$ cat config.mk
export PLATFORM = sky130hd
export DESIGN_NAME = conv_sequencer
export DESIGN_NICKNAME = d
export VERILOG_FILES = /design/src/rtl/conv_seq_pkg.sv /design/src/rtl/cs_tick_gen.sv /design/src/rtl/cs_cycle_ctr.sv /design/src/rtl/cs_sync2.sv /design/src/rtl/cs_result_hold.sv /design/src/rtl/conv_sequencer.sv
export SDC_FILE = /design/constraint.sdc
export NUM_CORES = 1
export LEC_CHECK = 0
export ABC_AREA = 1
export BUFFER_PORTS_ARGS = -buffer_cell sky130_fd_sc_hd__buf_4
export CAP_MARGIN = 10
export CORE_MARGIN = 1.5
export CORE_UTILIZATION = 40
export DETAILED_ROUTE_END_ITERATION = 16
export SYNTH_ARGS = -nofsm -noshare
export SYNTH_HDL_FRONTEND = slang
export SYNTH_SLANG_ARGS = --single-unit
$ cat constraint.sdc
create_clock -name osc_clk -period 3.6 [get_ports osc_clk]
set_input_delay 0.72 -clock osc_clk [delete_from_list [all_inputs] [get_ports osc_clk]]
set_output_delay 0.72 -clock osc_clk [all_outputs]
set_load 0.01 [all_outputs]
$ cat src/rtl/conv_seq_pkg.sv
package conv_seq_pkg;
  // Captured range status of one conversion.
  typedef struct packed {
    logic ovr;
    logic udr;
  } range_flags_t;
endpackage

$ cat src/rtl/cs_tick_gen.sv
module cs_tick_gen #(
  parameter int DIV = 2
) (
  input  logic clk,
  input  logic rst,
  output logic tick
);
  localparam int W = (DIV > 2) ? $clog2(DIV) : 1;
  localparam logic [W-1:0] TOP = W'(DIV - 1);

  logic [W-1:0] phase_q;

  always_ff @(posedge clk) begin
    if (rst)               phase_q <= '0;
    else if (phase_q == TOP) phase_q <= '0;
    else                   phase_q <= phase_q + 1'b1;
  end

  assign tick = (phase_q == TOP);
endmodule

$ cat src/rtl/cs_cycle_ctr.sv
module cs_cycle_ctr #(
  parameter int CYC_LEN   = 30000,
  parameter int LATCH_LEN = 100
) (
  input  logic clk,
  input  logic rst,
  input  logic tick,
  output logic latch_n,
  output logic cycle_end,
  output logic latch_fall
);
  localparam int CNT_W = $clog2(CYC_LEN);
  localparam logic [CNT_W-1:0] LAST      = CNT_W'(CYC_LEN - 1);
  localparam logic [CNT_W-1:0] WIN_START = CNT_W'(CYC_LEN - LATCH_LEN);
  localparam logic [CNT_W-1:0] PRE_WIN   = CNT_W'(CYC_LEN - LATCH_LEN - 1);

  logic [CNT_W-1:0] cnt_q;
  logic [CNT_W-1:0] cnt_nxt;
  logic             latch_n_q;

  assign cnt_nxt = (cnt_q == LAST) ? '0 : cnt_q + 1'b1;

  always_ff @(posedge clk) begin
    if (rst) begin
      cnt_q     <= '0;
      latch_n_q <= 1'b1;
    end else if (tick) begin
      cnt_q     <= cnt_nxt;
      latch_n_q <= (cnt_nxt < WIN_START);
    end
  end

  assign latch_n    = latch_n_q;
  assign cycle_end  = tick && (cnt_q == LAST);
  assign latch_fall = tick && (cnt_q == PRE_WIN);
endmodule

$ cat src/rtl/cs_sync2.sv
module cs_sync2 #(
  parameter int W = 2
) (
  input  logic         clk,
  input  logic         rst,
  input  logic [W-1:0] d,
  output logic [W-1:0] q
);
  logic [W-1:0] meta_q;
  logic [W-1:0] sync_q;

  always_ff @(posedge clk) begin
    if (rst) begin
      meta_q <= '0;
      sync_q <= '0;
    end else begin
      meta_q <= d;
      sync_q <= meta_q;
    end
  end

  assign q = sync_q;
endmodule

$ cat src/rtl/cs_result_hold.sv
module cs_result_hold
  import conv_seq_pkg::*;
#(
  parameter int MEAS_W      = 16,
  parameter int NUM_DIGITS  = 5,
  parameter int BLANK_FIRST = 1,
  parameter int BLANK_LAST  = 4
) (
  input  logic                  clk,
  input  logic                  rst,
  input  logic                  tick,
  input  logic                  latch_n,
  input  logic                  latch_fall,
  input  logic [MEAS_W-1:0]     meas,
  input  range_flags_t          raw_flags,
  output logic [MEAS_W-1:0]     hold,
  output range_flags_t          flags,
  output logic [NUM_DIGITS-1:0] dig_en
);
  logic [MEAS_W-1:0] hold_q;
  range_flags_t      flags_q;

  always_ff @(posedge clk) begin
    if (rst) begin
      hold_q  <= '0;
      flags_q <= '0;
    end else begin
      if (tick && !latch_n) hold_q  <= meas;
      if (latch_fall)       flags_q <= raw_flags;
    end
  end

  for (genvar i = 0; i < NUM_DIGITS; i++) begin : g_digit
    if (i >= BLANK_FIRST && i <= BLANK_LAST) begin : g_blankable
      assign dig_en[i] = !flags_q.ovr;
    end else begin : g_fixed
      assign dig_en[i] = 1'b1;
    end
  end

  assign hold  = hold_q;
  assign flags = flags_q;
endmodule

$ cat src/rtl/conv_sequencer.sv
module conv_sequencer
  import conv_seq_pkg::*;
#(
  parameter int DIV         = 2,
  parameter int CYC_LEN     = 30000,
  parameter int LATCH_LEN   = 100,
  parameter int MEAS_W      = 16,
  parameter int NUM_DIGITS  = 5,
  parameter int BLANK_FIRST = 1,
  parameter int BLANK_LAST  = 4
) (
  input  logic                  osc_clk,
  input  logic                  rst,
  input  logic [MEAS_W-1:0]     meas_count,
  input  logic                  ovr_raw,
  input  logic                  udr_raw,
  input  logic                  lowbat_in,
  input  logic                  cont_in,
  output logic                  latch_n,
  output logic                  cycle_end,
  output logic [MEAS_W-1:0]     disp_value,
  output logic                  ovr_out,
  output logic                  udr_out,
  output logic [NUM_DIGITS-1:0] digit_en,
  output logic                  cont_out,
  output logic                  ann_lowbat,
  output logic                  ann_cont
);
  logic         tick;
  logic         latch_fall;
  range_flags_t raw_flags;
  range_flags_t flags;
  logic [1:0]   status_sync;

  cs_tick_gen #(.DIV(DIV)) tick_i (
    .clk (osc_clk),
    .rst (rst),
    .tick(tick)
  );

  cs_cycle_ctr #(.CYC_LEN(CYC_LEN), .LATCH_LEN(LATCH_LEN)) ctr_i (
    .clk       (osc_clk),
    .rst       (rst),
    .tick      (tick),
    .latch_n   (latch_n),
    .cycle_end (cycle_end),
    .latch_fall(latch_fall)
  );

  assign raw_flags.ovr = ovr_raw;
  assign raw_flags.udr = udr_raw;

  cs_result_hold #(
    .MEAS_W     (MEAS_W),
    .NUM_DIGITS (NUM_DIGITS),
    .BLANK_FIRST(BLANK_FIRST),
    .BLANK_LAST (BLANK_LAST)
  ) hold_i (
    .clk       (osc_clk),
    .rst       (rst),
    .tick      (tick),
    .latch_n   (latch_n),
    .latch_fall(latch_fall),
    .meas      (meas_count),
    .raw_flags (raw_flags),
    .hold      (disp_value),
    .flags     (flags),
    .dig_en    (digit_en)
  );

  cs_sync2 #(.W(2)) sync_i (
    .clk(osc_clk),
    .rst(rst),
    .d  ({cont_in, lowbat_in}),
    .q  (status_sync)
  );

  assign ovr_out    = flags.ovr;
  assign udr_out    = flags.udr;
  assign ann_lowbat = status_sync[0];
  assign cont_out   = status_sync[1];
  assign ann_cont   = status_sync[1];
endmodule

# Word-level counts from Yosys, hierarchy flattened
# Cells that the tools add are included.
classes:
  mux: 1
  addsub: 2
  reduce_logical: 6
  eq_ne: 2
  magnitude_cmp: 1
ops:
  columns: ["operator", "n"]
  rows:
  - ["15-bit == test, second input constant", 2]
  - ["15-bit by 1-bit adder with 15-bit output, second input constant", 1]
  - ["15-bit < comparator, second input constant", 1]
  - ["15-bit 2-to-1 mux", 1]
  - ["1-bit logical AND", 3]
  - ["1-bit zero test", 2]
  - ["2-bit OR reduction", 1]
  - ["1-bit adder, second input constant", 1]
word_totals:
  register_bits: 39
  wordCells: 20

# Logic depth before layout (Yosys ltp)
# Gate-level depths: netlist of the first run.
logic_depth:
  depth_word: 3
  mapped_depth: 13

# Cells and area by module
# A second synthesis of the first run with hierarchy kept.
hier_totals:
  cells_unflattened: 306
  area_unflattened_um2: 2009.4
by_module_without_submodules:
  columns: ["module", "cells_per_inst", "area_each_um2", "instances", "seq_area_each_um2"]
  rows:
  - ["cs_cycle_ctr", 171, 1063.5, 1, 320.3]
  - ["cs_result_hold", 120, 804.5, 1, 360.3]
  - ["cs_sync2", 12, 110.1, 1, 80.1]
  - ["cs_tick_gen", 2, 23.8, 1, 20.0]
  - ["conv_sequencer", 1, 7.5, 1, 0.0]

# Worst setup path before layout of the first run
# OpenSTA, ideal clock, no wires.
synth_path:
  path_kind: "reg-to-output"
  from: "reg ctr_i.cnt_q[0]"
  to: "out cycle_end"
  t_arrival_ps: 1127
  slack_ps: 1753
  path_stages_with_launch: 6
  cell_sequence: "dfxtp_1 -> ha_1 -> nand3_2 -> nor2_1 -> nand3_2 -> nor2_1"
synth_between:
  elab_chain_cells: 2
synth_lines:
  columns: ["element", "line_no", "rtl"]
  rows:
  - ["from (decl)", "cs_cycle_ctr.sv:17", "logic [CNT_W-1:0] cnt_q;"]
  - ["from (signal assigned)", "cs_cycle_ctr.sv:28", "cnt_q <= cnt_nxt;"]
  - ["15-bit == test", "cs_cycle_ctr.sv:34", "assign cycle_end = tick && (cnt_q == LAST);"]
  - ["1-bit logical AND", "cs_cycle_ctr.sv:34", null]
  - ["to (decl)", "conv_sequencer.sv:20", "output logic cycle_end,"]
# Every way passes these cells.

# Worst setup path after layout of the first run
# Ends and elaborated chain as after synthesis.

==> results.cfg, run 1 <==
[worst_setup_path]
critical_path_required_ns = 2.88
critPathKind = reg -> out
cp-start-kind = register
critPathArrivalTime_ns = 1.65
crit_path_max_fanout = 6
endpoint_kind = primary output

[final_layout]
fillCellCount = 419
design.final.nets = 307
final_cell_mix = 51 x nor2_1, 48 x buf_4, 39 x dfxtp_1, 38 x nand2_1, 23 x inv_1
drive_gt1_frac = 0.2456
fin_cells = 335
layout_commonest_cell = nor2_1
design_area_sq_um = 2177
antenna_cells = 0
syn_to_final_growth_pct = 26.18

[clock_tree]
clk_latency_ns = 0.29
tritoncts = done
cts.sinks = 39
post-cts-setup-buffers = 0
ctsResizeCount = 0
cts-root-buf = clkbuf_8
cts.reportedPaths.clkPinSlew_ns = 0.08
cts_hold_buf = 0
clk_path_buf_depth = 2
htree_levels = 2
cts_buffers = 5

[yosys]
yosys.area.top_type = dfxtp_1
yosysSeqAreaShare = 0.4525
synth_ff_type = dfxtp_1
yosysTopAreaCellShare = 0.4525
yosysWarnings = 0
synth_edf_count = 0
ys_ff_latch = 39
syn_area_sq_um = 1725
synthesis.nets = 262
yosys-top-cells-area = dfxtp_1 45%, nor2_1 11%, nand2_1 8.3%, o21ai_0 5.5%, inv_1 5.0%
syn_inst = 239
syn_area_per_cell_sq_um = 7.219
async_flop_share = 0
synth_cell_type_count = 27

[routing]
routed_via_density = 4.845
drtIter0Drc = 113
routed_wirelength_um = 3956
wire_per_inst_um = 11.81
antenna_left = 0
first_pass_iters = 4
drc_errors = 0
vias = 1623

[sta]
fin_crit_sh = 0.6589
tns_ns = 0
hold_violations = 0
finalSetupViolCount = 0
fmax_ghz = 0.4216
rsz0062_at_grt = no
tightestPinTransition_ns = 0.5809
period_needed_ns = 2.372
relSlewSlack = 0.6123
slew_violations = 0
clock_skew_ns = 0.005360
fin_ws_ns = 1.228

[status]
status = completed

[power_and_ir_drop]
p_per_area_nw_per_um2 = 352.8
peakVddDrop_mv = 0.1601
p_leak_nw = 0.9794

[grt]
antenna_found_initial = 0
grt_overflow_total = 0
grt_max_degree = 19
first_global_vias = 1412
grt_pass1_wl_um = 6313
grt_usage = 0.1807

[placed_design]
dp.cells = 327
place_hpwl_um = 2939
dpl_cell_area_sq_um = 2092
pre_cts_ws_ns = 1.559
gp_congestion = 0.8460
port-buffer-count = 48

[floorplan]
die-height_um = 68.68
fp.dieW_um = 68.68
core_sq_um = 4086
die_area_sq_um = 4716
io_pins = 50
rows = 23
initial_core_util = 0.4222

[job]
cap_violations = 0

[min_path]
hp-class = reg -> reg
critical path, cell delays in order (launching register included):
cell,delay [ns]
dfxtp_1,0.39
ha_1,0.25
nand3_2,0.12
nor2_1,0.16
nand3_2,0.17
nor2_1,0.13
buf_4,0.13
state kept, by name, summed over array words and instances, names as in the netlist:
name	flops
sync_i.q	2
hold_i.flags	2
hold_i.hold	16
tick_i.tick	1
ctr_i.cnt_q	15
ctr_i.latch_n	1
sync_i.meta_q	2
stage by stage:
stage,utilization,hold WS [ns],power (mW)
final,0.5328,0.4064,0.7682
after global routing,0.5328,0.4336,0.7970
after CTS,0.5328,0.4092,0.7761
after detailed placement,0.5119,0.3985,0.4892
after global placement,0.5119,0.3888,0.4889
after floorplan,-,0.3883,0.4667
worst paths after layout:
path / startpoint / endpoint / slack, ns / cells after the start
setup / recovery: ctr_i.cnt_q[0] / cycle_end / 1.23 / 6
hold / removal: sync_i.meta_q[0] / sync_i.q[0] / 0.41 / 2
hold reg to reg: sync_i.meta_q[0] / sync_i.q[0] / 0.41 / 2
setup reg to reg: tick_i.tick / hold_i.hold[1] / 1.81 / 5
where the power goes:
part | total [mW] | leakage, nW | switching (mW) | internal [mW]
Clock | 0.289 | 0.0412 | 0.154 | 0.135
Combinational | 0.0392 | 0.623 | 0.0187 | 0.0205
Sequential | 0.440 | 0.316 | 0.00409 | 0.436
Yosys cell counts, types with 4 or more instances:
library cell,number
nand3_1,9
nor2_1,51
dfxtp_1,39
o22ai_1,7
nand2_1,38
o21ai_0,19
nor3_1,5
nand3_2,4
inv_2,4
buf_4,5
inv_1,23
o21ai_1,7
clkbuf_1,5
layout make-up:
cell class	instances	area (sq um)	area share
tap	50	62.56	0.02874
inverter	28	105.1	0.04828
clock inverter	2	12.51	0.005747
timing repair buffer	48	360.3	0.1655
sequential	39	780.7	0.3586
multi-input combinational	162	783.3	0.3598
clock buffer	6	72.57	0.03333
per-layer routing:
layer  track usage  up-vias  wire length, um
met5             0        -                0
met4       0.06000        0               32
met3       0.06818        5              276
met2        0.2716       45             1688
met1        0.2374      725             1959
li1              -      848                -
cell families (layout without fill, tap and decap cells):
group / count (synthesis) / after routing / synth area share
simple gates: 117 / 117 / 0.2966
compound gates: 39 / 39 / 0.1233
flops: 39 / 39 / 0.4525
buf+inv: 38 / 84 / 0.09354
xor+xnor: 4 / 4 / 0.02466
fa+ha+maj: 1 / 1 / 0.007250
other cells: 1 / 1 / 0.002173
(Power assumes the default switching activity.)
==> run 2, diff against run 1 <==
Settings changed: ABC_AREA 1 to 0.
Clock period 3.6 ns to 2.3 ns, I/O delays scaled along.
==> results.cfg, run 2 <==
[worst_setup_path]
rrSetupSlack_ns = 0.40
endpoint_kind = primary output
critPathArrivalTime_ns = 1.73
cp-start-kind = register
reg2reg_from = ctr_i.cnt_q[1]
crit_path_max_fanout = 8
critical_path_required_ns = 1.84
reg2reg_depth = 7
r2r_end = hold_i.flags[0]
critPathKind = reg -> out

[grt]
grt_usage = 0.1914
antenna_found_initial = 0
grt_max_degree = 36
first_global_vias = 1649
grt_overflow_total = 0
grt_pass1_wl_um = 8024

[yosys]
yosysWarnings = 0
synth_ff_type = dfxtp_1
yosys-top-cells-area = dfxtp_1 39%, nand2_1 8.8%, a21oi_1 6.2%, buf_4 3.4%, nor3_1 2.2%
synth_edf_count = 0
synth_cell_type_count = 54
async_flop_share = 0
ys_top_cells_by_count = 47 x nand2_1, 39 x dfxtp_1, 25 x a21oi_1
ys_ff_latch = 39
syn_inst = 244
syn_area_sq_um = 2012
syn_area_per_cell_sq_um = 8.246
synthesis.nets = 267
yosysTopAreaCellShare = 0.3881
synth_most_common_cell = nand2_1
yosysSeqAreaShare = 0.3881
yosys.area.top_type = dfxtp_1

[clock_tree]
cts.reportedPaths.clkPinSlew_ns = 0.08
cts-root-buf = clkbuf_8
tritoncts = done
clk_path_buf_depth = 2
cts.sinks = 39
cts_buffers = 5
clk_latency_ns = 0.29
cts_hold_buf = 0
htree_levels = 2

[routing]
vias = 1808
first_pass_iters = 4
drc_errors = 0
routed_via_density = 5.122
wire_per_inst_um = 13.93
drtIter0Drc = 133
routed_wirelength_um = 4918
antenna_left = 0

[sta]
tns_ns = 0
slew_violations = 0
rsz0062_at_grt = no
clock_skew_ns = 0.003973
fin_crit_sh = 0.9527
finalSetupViolCount = 0
hold_violations = 0
relSlewSlack = 0.5659
tightestPinTransition_ns = 0.6512
period_needed_ns = 2.191
fmax_ghz = 0.4564

[floorplan]
rows = 25
die-height_um = 73.92
fp.dieW_um = 73.92
core_sq_um = 4786
initial_core_util = 0.4204
io_pins = 50
die_area_sq_um = 5464

[power_and_ir_drop]
peakVddDrop_mv = 0.2287
p_per_area_nw_per_um2 = 517.5
p_leak_nw = 0.9051

[placed_design]
port-buffer-count = 48
gp_congestion = 0.8565
place_hpwl_um = 3453

[job]
cap_violations = 0

[final_layout]
syn_to_final_growth_pct = 24.25
final_cell_mix = 59 x buf_4, 47 x nand2_1, 37 x dfxtp_1, 25 x a21oi_1, 11 x nor2_1
largest_register_ffs = 16
layout_commonest_cell = buf_4
drive_gt1_frac = 0.2832
antenna_cells = 0
design.final.nets = 308
final_util = 0.5224

[min_path]
hp-start = cont_in
hp-class = in -> reg
hold-path-cell-count = 2
hold_path_end = sync_i.meta_q[1]

[status]
status = completed
==> run 2: cell count changes after synthesis, moves of 5 or more <==
cell | previous run | this run
a21oi_1 | 3 | 25
buf_2 | 0 | 5
inv_1 | 23 | 6
nand2_1 | 38 | 47
nand3_1 | 9 | 3
nor2_1 | 51 | 11
nor2b_1 | 0 | 5
o21ai_0 | 19 | 7
o21ai_1 | 7 | 2
==> run 2: kinds of logic after synthesis <==
logic type,Yosys count,share of synthesized area
AO/OA/AOI/OAI,56,0.1804
buffers and inverters,31,0.08892
flip-flops,39,0.3881
adder cells (fa/ha/maj),1,0.006218
XOR/XNOR,5,0.02177
other,1,0.001864
AND/OR/NAND/NOR,108,0.2979
multiplexers,3,0.01493
==> run 2: repair_timing <==
item	CTS	global route
setup endpoints to repair	1	1
pin swaps	0	1
setup buffers	0	1
gates cloned	0	0
gates resized for setup	2	2
==> run 2: worst max-delay path by stage <==
stage / start / end / cells past startpoint
final: ctr_i.cnt_q[9] / cycle_end / 5
after global placement: ctr_i.cnt_q[1] / cycle_end / 6
after floorplan: ctr_i.cnt_q[0] / cycle_end / 5
after global routing: ctr_i.cnt_q[9] / cycle_end / 5
after CTS: ctr_i.cnt_q[1] / cycle_end / 6
after detailed placement: ctr_i.cnt_q[1] / ctr_i.cnt_q[7] / 6
==> run 2: through the flow <==
stage / hold slack, ns / setup slack (ns) / cells / instance area [sq um] / power [mW]
4_1_cts: 0.3712 / 0.01609 / 352 / 2489 / 1.313
2_1_floorplan: 0.4138 / 0.5164 / 244 / 2012 / 0.7512
3_5_place_dp: 0.4253 / 0.1894 / 344 / 2375 / 0.7939
5_1_grt: 0.3685 / 0.002040 / 353 / 2500 / 1.361
6_report: 0.3788 / 0.1088 / 353 / 2500 / 1.294
3_3_place_gp: 0.4200 / 0.2781 / 344 / 2375 / 0.7936
==> run 2: layout make-up <==
type                            instances  area, sq um
Clock buffer                            7        96.34
Clock inverter                          1        7.507
Fill cell                             463         2286
Inverter                                6        22.52
Multi-Input combinational cell        174         1061
Sequential cell                        39        785.8
Tap cell                               67        83.83
Timing Repair Buffer                   59        442.9
==> run 2: report_power, final <==
part / internal (mW) / switching (mW) / leakage [nW]
combinational: 0.0434 / 0.0429 / 0.538
clock: 0.273 / 0.243 / 0.0505
sequential: 0.683 / 0.00842 / 0.317
==> run 2: critical path: stages, from the launching register on <==
cell and delay, ns:
dfxtp_1 0.39, nand3b_1 0.26, nor4_4 0.35, buf_4 0.19, and2_1 0.13, buf_4 0.12
==> run 2: metal layers <==
layer  track usage  part of all wire  up-vias  wire length (um)
li1              -                 -      931                 -
met1        0.2720              0.48      826              2383
met2        0.2698              0.45       45              2214
met3       0.04664             0.052        6               258
met4       0.09053             0.012        0                61
met5             0                 0        -                 0
==> run 3, diff against run 2 <==
Settings changed: PLACE_DENSITY set to 0.67, SKIP_LAST_GASP set to 1.
Clock period 2.3 ns to 2.7 ns, I/O delays scaled along.
==> results.cfg, run 3 (synthesized netlist as in run 2, its figures left out) <==
[final_layout]
multi_input_area_sq_um = 1061
design.final.nets = 303
fillCellCount = 480
drive_gt1_frac = 0.2607
largest_register_ffs = 16
layout_commonest_cell = buf_4
final_cell_mix = 54 x buf_4, 47 x nand2_1, 39 x dfxtp_1, 25 x a21oi_1, 11 x nor2_1
design_area_sq_um = 2441
fin_cells = 347
syn_to_final_growth_pct = 21.33
antenna_cells = 0
regArea_sq_um = 780.7

[placed_design]
dp.cells = 339
gp_congestion = 0.8569
port-buffer-count = 48
place_hpwl_um = 3281
dpl_cell_area_sq_um = 2337

[clock_tree]
htree_levels = 2
cts.sinks = 39
tritoncts = done
cts-root-buf = clkbuf_8
cts.reportedPaths.clkPinSlew_ns = 0.07
cts_buffers = 5
clk_path_buf_depth = 2
clk_latency_ns = 0.29

[routing]
antenna_left = 0
first_pass_iters = 4
routed_via_density = 5.205
drc_errors = 0
routed_wirelength_um = 4652
drtIter0Drc = 89
wire_per_inst_um = 13.41
vias = 1806

[status]
status = completed

[worst_setup_path]
cp-start-kind = register
critical_path_required_ns = 2.16
critPathArrivalTime_ns = 1.86
crit_path_max_fanout = 9
critPathKind = reg -> out
endpoint_kind = primary output

[sta]
fmax_ghz = 0.4175
rsz0062_at_grt = no
relSlewSlack = 0.5887
clock_skew_ns = 0.004445
slew_violations = 0
period_needed_ns = 2.395
tightestPinTransition_ns = 0.6169
hold_violations = 0
fin_crit_sh = 0.8871
finalSetupViolCount = 0
tns_ns = 0

[power_and_ir_drop]
peakVddDrop_mv = 0.1667
power.switching_mw = 0.2399
seqPwrFrac = 0.562
pwr-share-comb = 0.060
power_frac_clock = 0.378
swShare = 0.2270
p_per_area_nw_per_um2 = 432.9
internal_power_mw = 0.8169
p_leak_nw = 0.8751

[grt]
grt_pass1_wl_um = 7217
grt_usage = 0.1708
grt_overflow_total = 0
grt_max_degree = 36
antenna_found_initial = 0
first_global_vias = 1497

[floorplan]
core_sq_um = 4786
fp.dieW_um = 73.92
rows = 25
die-height_um = 73.92
io_pins = 50
initial_core_util = 0.4204
die_area_sq_um = 5464

[min_path]
hp-class = reg -> reg

[job]
cap_violations = 0
[run 3: changes by cell type in the layout (fill, tap and decap cells not counted)]
cell,previous run,this run
buf_4,59,54
dfxtp_4,1,0
dfxtp_1,37,39
clkinvlp_4,1,0
clkbuf_8,7,6
clkinv_2,0,1
dfxtp_2,1,0
[run 3: final timing paths]
| path | from | slack, ns | cells past startpoint | end |
|---|---|---|---|---|
| worst max register to register | ctr_i.cnt_q[0] | 0.44 | 7 | ctr_i.cnt_q[7] |
| worst min-delay path | sync_i.meta_q[0] | 0.44 | 1 | sync_i.q[0] |
| worst min register to register | sync_i.meta_q[0] | 0.44 | 1 | sync_i.q[0] |
| worst max-delay path | ctr_i.cnt_q[0] | 0.30 | 5 | cycle_end |
[run 3: area by class of cell]
| type | count | share of cell area |
|---|---|---|
| Inverter | 6 | 0.009226 |
| Multi-Input combinational cell | 174 | 0.4347 |
| Sequential cell | 39 | 0.3198 |
| Tap cell | 67 | 0.03434 |
| Clock inverter | 1 | 0.002050 |
| Timing Repair Buffer | 54 | 0.1661 |
| Clock buffer | 6 | 0.03383 |
[run 3: metrics by stage]
step           setup WS (ns)  hold slack [ns]  total power [mW]    util
4_1_cts              0.04226           0.4442             1.068  0.5085
5_1_grt               0.1368           0.4621             1.100  0.5101
3_3_place_gp          0.2867           0.4216            0.6706  0.4884
6_report              0.3048           0.4376             1.057  0.5101
2_1_floorplan         0.8364           0.4138            0.6399       -
3_5_place_dp          0.1990           0.4274            0.6705  0.4884
[run 3: timing repair]
| action | in CTS | in global routing |
|---|---|---|
| hold buffers | 0 | 0 |
| gates cloned | 0 | 0 |
| setup endpoints to repair | 1 | 1 |
| pin swaps | 0 | 1 |
| buffers inserted | 0 | 1 |
| gates resized for setup | 1 | 0 |
[run 3: power by group through the flow]
stage	clock network [mW]	registers [mW]	logic [mW]
floorplan	0	0.601	0.0391
global route	0.434	0.596	0.0701
CTS	0.411	0.593	0.0637
finish	0.400	0.594	0.0635
global placement	0	0.607	0.0638
detailed placement	0	0.607	0.0633
[run 3: worst max-delay path, stage by stage, from the launching register on]
cell	delay [ns]
dfxtp_1	0.48
ha_1	0.36
nand3_2	0.20
nor4_4	0.21
and2_1	0.18
buf_4	0.12
[run 3: layer usage]
metal,vias up,routed length [um],GRT usage,part of all wire
met4,0,125,0.09259,0.027
met3,13,238,0.03978,0.051
met5,-,0,0,0
met2,55,2116,0.2440,0.45
li1,917,-,-,-
met1,821,2172,0.2362,0.47
